**src/rtl/seg_split_pkg.sv**
```systemverilog
package seg_split_pkg;

    typedef enum logic {
        PH_LOW  = 1'b0,
        PH_HIGH = 1'b1
    } phase_e;

    typedef struct packed {
        logic [1:0] live;
        logic [1:0] close;
        logic       open_out;
        logic       err;
    } seg_map_t;

endpackage

```
**src/rtl/seg_flag_norm.sv**
```systemverilog
module seg_flag_norm #(
    parameter int MULTI_PKT = 1,
    parameter int QW_SEG    = 2,
    parameter int EMP_W     = 2,
    parameter int OEMP_W    = 1
) (
    input  logic [1:0]             sop_i,
    input  logic [1:0]             eop_i,
    input  logic [EMP_W-1:0]       empty_i,
    output logic [1:0]             sop_o,
    output logic [1:0]             eop_o,
    output logic [1:0][OEMP_W-1:0] emp_o
);
    logic lower_has_room;

    assign lower_has_room = (empty_i >= EMP_W'(QW_SEG));

    always_comb begin
        emp_o[1] = empty_i[OEMP_W-1:0];
        emp_o[0] = '0;
        if (lower_has_room) begin
            emp_o[0] = OEMP_W'(empty_i - EMP_W'(QW_SEG));
        end
    end

    generate
        if (MULTI_PKT != 0) begin : g_multi
            assign sop_o = sop_i;
            assign eop_o = eop_i;
        end else begin : g_single
            assign sop_o = {1'b0, sop_i[0]};
            assign eop_o = lower_has_room ? {1'b0, eop_i[0]} : {eop_i[0], 1'b0};
        end
    endgenerate

endmodule

```
**src/rtl/seg_live_map.sv**
```systemverilog
module seg_live_map
    import seg_split_pkg::*;
(
    input  logic       open_i,
    input  logic [1:0] sop_i,
    input  logic [1:0] eop_i,
    output seg_map_t   map_o
);
    logic open_mid;

    always_comb begin
        map_o.live[0]  = sop_i[0] | open_i;
        map_o.close[0] = map_o.live[0] & eop_i[0];
        open_mid       = map_o.live[0] & ~eop_i[0];

        map_o.live[1]  = sop_i[1] | open_mid;
        map_o.close[1] = map_o.live[1] & eop_i[1];
        map_o.open_out = map_o.live[1] & ~eop_i[1];

        map_o.err      = (sop_i[0] & open_i) | (sop_i[1] & open_mid);
    end

endmodule

```
**src/rtl/seg_split.sv**
```systemverilog
module seg_split
    import seg_split_pkg::*;
#(
    parameter int SEG_W     = 128,
    parameter int MULTI_PKT = 1
) (
    input  logic                 clk,
    input  logic                 rst,
    input  logic                 in_valid,
    output logic                 in_ready,
    input  logic [2*SEG_W-1:0]   in_data,
    input  logic [1:0]           in_sop,
    input  logic [1:0]           in_eop,
    input  logic [$clog2(2*(SEG_W/64))-1:0] in_empty,
    output logic                 out_valid,
    input  logic                 out_ready,
    output logic [SEG_W-1:0]     out_data,
    output logic                 out_sop,
    output logic                 out_eop,
    output logic [((SEG_W/64) > 1 ? $clog2(SEG_W/64) : 1)-1:0] out_empty,
    output logic                 proto_err
);
    localparam int BEAT_W = 2 * SEG_W;
    localparam int QW_SEG = SEG_W / 64;
    localparam int EMP_W  = $clog2(2 * QW_SEG);
    localparam int OEMP_W = (QW_SEG > 1) ? $clog2(QW_SEG) : 1;

    typedef struct packed {
        logic              vld;
        logic [SEG_W-1:0]  dat;
        logic              sop;
        logic              eop;
        logic [OEMP_W-1:0] emp;
        phase_e            phase;
        logic              in_pkt;
        logic              err;
    } st_t;

    st_t st_q, st_d;

    logic [1:0]             n_sop;
    logic [1:0]             n_eop;
    logic [1:0][OEMP_W-1:0] n_emp;
    seg_map_t               map;
    logic                   can_load;
    logic                   both_live;
    logic                   pick_hi;

    seg_flag_norm #(
        .MULTI_PKT (MULTI_PKT),
        .QW_SEG    (QW_SEG),
        .EMP_W     (EMP_W),
        .OEMP_W    (OEMP_W)
    ) u_norm (
        .sop_i   (in_sop),
        .eop_i   (in_eop),
        .empty_i (in_empty),
        .sop_o   (n_sop),
        .eop_o   (n_eop),
        .emp_o   (n_emp)
    );

    seg_live_map u_map (
        .open_i (st_q.in_pkt),
        .sop_i  (n_sop),
        .eop_i  (n_eop),
        .map_o  (map)
    );

    assign can_load  = ~st_q.vld | out_ready;
    assign both_live = (map.live == 2'b11);
    assign in_ready  = can_load & ~((st_q.phase == PH_LOW) & both_live);

    always_comb begin
        st_d    = st_q;
        pick_hi = (st_q.phase == PH_HIGH) | (map.live == 2'b10);

        if (can_load) begin
            st_d.vld = 1'b0;
        end

        if (in_valid && can_load) begin
            if (|map.live) begin
                st_d.vld = 1'b1;
                st_d.dat = pick_hi ? in_data[BEAT_W-1:SEG_W] : in_data[SEG_W-1:0];
                st_d.sop = n_sop[pick_hi];
                st_d.eop = map.close[pick_hi];
                st_d.emp = map.close[pick_hi] ? n_emp[pick_hi] : '0;
            end
            if ((st_q.phase == PH_LOW) && both_live) begin
                st_d.phase = PH_HIGH;
            end else begin
                st_d.phase  = PH_LOW;
                st_d.in_pkt = map.open_out;
                st_d.err    = st_q.err | map.err;
            end
        end
    end

    always_ff @(posedge clk) begin
        if (rst) begin
            st_q.vld    <= 1'b0;
            st_q.dat    <= '0;
            st_q.sop    <= 1'b0;
            st_q.eop    <= 1'b0;
            st_q.emp    <= '0;
            st_q.phase  <= PH_LOW;
            st_q.in_pkt <= 1'b0;
            st_q.err    <= 1'b0;
        end else begin
            st_q <= st_d;
        end
    end

    assign out_valid = st_q.vld;
    assign out_data  = st_q.dat;
    assign out_sop   = st_q.sop;
    assign out_eop   = st_q.eop;
    assign out_empty = st_q.emp;
    assign proto_err = st_q.err;

endmodule

```
**config.mk**
```make
export PLATFORM = sky130hd
export DESIGN_NAME = seg_split
export DESIGN_NICKNAME = d
export VERILOG_FILES = /design/src/rtl/seg_split_pkg.sv /design/src/rtl/seg_flag_norm.sv /design/src/rtl/seg_live_map.sv /design/src/rtl/seg_split.sv
export SDC_FILE = /design/constraint.sdc
export NUM_CORES = 1
export LEC_CHECK = 0
export BUFFER_PORTS_ARGS = -buffer_cell sky130_fd_sc_hd__buf_2
export CAP_MARGIN = 20
export CORE_AREA = 8 8 149 151
export DETAILED_ROUTE_END_ITERATION = 12
export DIE_AREA = 0 0 157 159
export GPL_ROUTABILITY_DRIVEN = 1
export PLACE_DENSITY = 0.67
export REMOVE_ABC_BUFFERS = 1
export SYNTH_ARGS = -nofsm -noshare
export SYNTH_HDL_FRONTEND = slang
export SYNTH_SLANG_ARGS = --single-unit
```
**constraint.sdc**
```tcl
create_clock -name clk -period 1.4 [get_ports clk]
set_input_delay 0.21 -clock clk [delete_from_list [all_inputs] [get_ports clk]]
set_output_delay 0.21 -clock clk [all_outputs]
set_load 0.01 [all_outputs]
```
==> results by group <==
Hold path
  • Worst Hold Launch: in_data[220]
  • Hold WC Path Type: in -> reg

Power
  • Pleak: roughly 4.6 nW
  • Sequential Power Share: 0.348
  • Net Switching: between 3 and 4 mW
  • Total power: around 13 mW
  • Switch share: 0.271
  • Pwr per Cell Area: roughly 1300 nW/µm²
  • Clock network power share: 0.431
  • Combinational Power Share: 0.222
  • Peak VDD IR: approximately 0.86 mV
  • Internal power: 9.17 mW

Layout
  • Post-Layout Cell Count: approximately 1400
  • Area grow syn2layout: 41.1%
  • Share of post-route cells with drive strength above 1: 0.466
  • # nets final: approximately 1400
  • Fin util: 0.488
  • Cell area after layout: ~9700 µm²

Detailed routing
  • Final WL: around 25000 µm
  • Routed Antenna Nets: 0
  • Detailed router's first-iteration violation count: 335
  • DRC viols: 0
  • DR vias/cell: between 4 and 5
  • Drt wl/cell: roughly 17 µm
  • Via count: between 7000 and 8000
  • Pre-Repair DR Iteration Count: 5

Clocking
  • Clk slew on worst S/H paths: around 0.06 ns
  • Clock Path Buffers: 2
  • Worst-Skew Late Latency: slightly above 0.4 ns
  • CTS tree: built
  • Root Buffer: clkbuf_16
  • CTS hold repair buffers: 0
  • Htree depth: 4
  • Cts bufs inserted: 17
  • # clock sinks: 135

Global routing
  • Global-route wire length before repair: between 30000 and 40000 µm
  • Vias in the first global route: ~7000
  • Antenna violations before repair: 1
  • Largest net degree at the start of global routing: a little under 70
  • GR Util All Layers: 0.186
  • Gr ovfl total: 0

Die
  • Boundary Pins: 400
  • DIE WIDTH: 157 µm
  • Core area: 19800 µm²
  • Initial Util: 0.346
  • DIE AREA: between 20000 and 25000 µm²
  • Row count: 52
  • Die Ht: roughly 160 µm

STA
  • Worst Slack Setup Final: -0.160 ns
  • Clk_skew: 0.0131 ns
  • Fin crit share: 1.11
  • Count of final setup violators: approximately 130
  • Fmax: 0.641 GHz
  • Final setup TNS: -8.52 ns
  • Hold_ws: ~0.057 ns
  • Fin. max-slew vios: 0
  • Slew @ Worst Pin: a little under 0.4 ns
  • Clock period minus worst slack: 1.56 ns
  • Rel. slew slack: 0.740
  • Final Hold Fails: 0
  • Unrepaired setup endpoints after global routing: yes

Worst setup path
  • Max FO, Critical Path: 2
  • WP data required: roughly 1.2 ns
  • Setup crit start: st_q[1]$_SDFFE_PP0P_
  • Worst setup SP type: register
  • Critical path arrival: about 1.4 ns
  • Setup CP Type: reg -> out
  • Worst setup EP type: output port
  • Worst R2R Start: st_q[1]$_SDFFE_PP0P_

Synth
  • Seq cells post-synth: about 140
  • Post-synth EDFFs: 0
  • Post-synthesis cell count: ~890
  • Seq/Total Area, Yosys: 0.393
  • Synthesized area: slightly below 7000 µm²
  • Syn. warnings: 0
  • Synth area leaders: dfxtp_1, a311oi_1, buf_4, nand2_1, nor2_1
  • FFs w/ async S/R, synth: 0
  • Syn avg cell area: around 7.7 µm²
  • Count leader, synth: nand2_1
  • Area leader, netlist: dfxtp_1
  • Top cell type's share of synthesized area: 0.393
  • Top post-synthesis cells by count: nand2_1, dfxtp_1, nor2_1
  • Yosys cell types: 27
  • Synth Flop Type: dfxtp_1

Run
  • Maxcap violations: 0

Placement
  • HPWL after DPL: between 15000 and 20000 µm
  • IO Port Bufs: about 400
  • Dpl ws: -0.138 ns
  • DP Area: between 8000 and 9000 µm²
  • Final GP Congestion: ~0.88
  • Inst Count DP: about 1400

Run status
  • Status: finished, violations left
  • Failing checks: negative setup slack
-- worst paths after layout --
check / endpoint / slack, ns / cells past startpoint
worst max-delay path: in_ready / -0.16 / 6
worst min-delay path: out_data[92]$_SDFFE_PP0P_ / 0.06 / 3
worst max register to register: out_data[40]$_SDFFE_PP0P_ / -0.12 / 7
worst min register to register: out_empty$_SDFFE_PP0P_ / 0.47 / 2
-- state kept, by name, indices dropped and copies added, names as in the netlist --
register,count
out_data,128
st_q,2
out_empty,1
out_eop,1
out_sop,1
out_valid,1
proto_err,1
-- cell families after synthesis --
family / after synthesis / share of synthesized area
multiplexers: 1 / 0.00146
flip-flops: 135 / 0.393
AO/OA/AOI/OAI: 144 / 0.187
buffers and inverters: 204 / 0.191
AND/OR/NAND/NOR: 405 / 0.227
-- what timing repair did --
item                       in CTS  in global routing
resized for setup              14                 50
setup endpoints to repair     131                132
setup buffers                   5                  3
cloned                          0                  3
pin swaps                       2                 31
-- cell usage in the layout, fill, tap and decap left out, types with 3 or more instances in the layout --
| cell type | n |
|---|---|
| inv_1 | 3 |
| clkinv_4 | 4 |
| o21ai_0 | 3 |
| a311oi_2 | 42 |
| buf_4 | 30 |
| nand2_1 | 256 |
| nor2_4 | 3 |
| clkbuf_16 | 20 |
| dfxtp_1 | 133 |
| a21oi_1 | 6 |
| a311oi_1 | 87 |
| nand2_2 | 4 |
| bufinv_16 | 8 |
| nor2_1 | 133 |
| buf_12 | 16 |
| buf_2 | 397 |
| buf_6 | 10 |
-- per-layer routing --
metal	wire length (µm)	GRT usage	vias up
met5	0	0	-
met4	718	0.0756	0
met3	2050	0.0554	49
met2	12100	0.311	313
met1	10100	0.217	3176
li1	-	-	3465
-- worst max-delay path: stages (launching register included) --
cell and delay, ns:
dfxtp_4 0.35, nor2_4 0.09, buf_6 0.11, nor3_2 0.03, buf_4 0.14, nor2b_4 0.12
buf_6 0.11
-- cell type report --
| class | count | area (µm²) |
|---|---|---|
| antenna | 1 | 2.50 |
| clock inverter | 12 | 275 |
| clock buffer | 18 | 429 |
| fill | 1954 | 10200 |
| sequential | 135 | 2710 |
| tap | 270 | 338 |
| multi-input combinational | 550 | 3120 |
| timing repair buffer | 460 | 2810 |
| inverter | 3 | 11.3 |
-- power by group through the flow --
stage / logic (mW) / registers [mW] / clock network, mW
finish: 2.79 / 4.37 / 5.42
global route: 3.04 / 4.41 / 5.72
CTS: 2.59 / 4.37 / 5.53
detailed placement: 2.55 / 4.46 / 0
global placement: 2.52 / 4.44 / 0
floorplan: 1.03 / 4.62 / 0
Power figures use the tool's default switching activity.
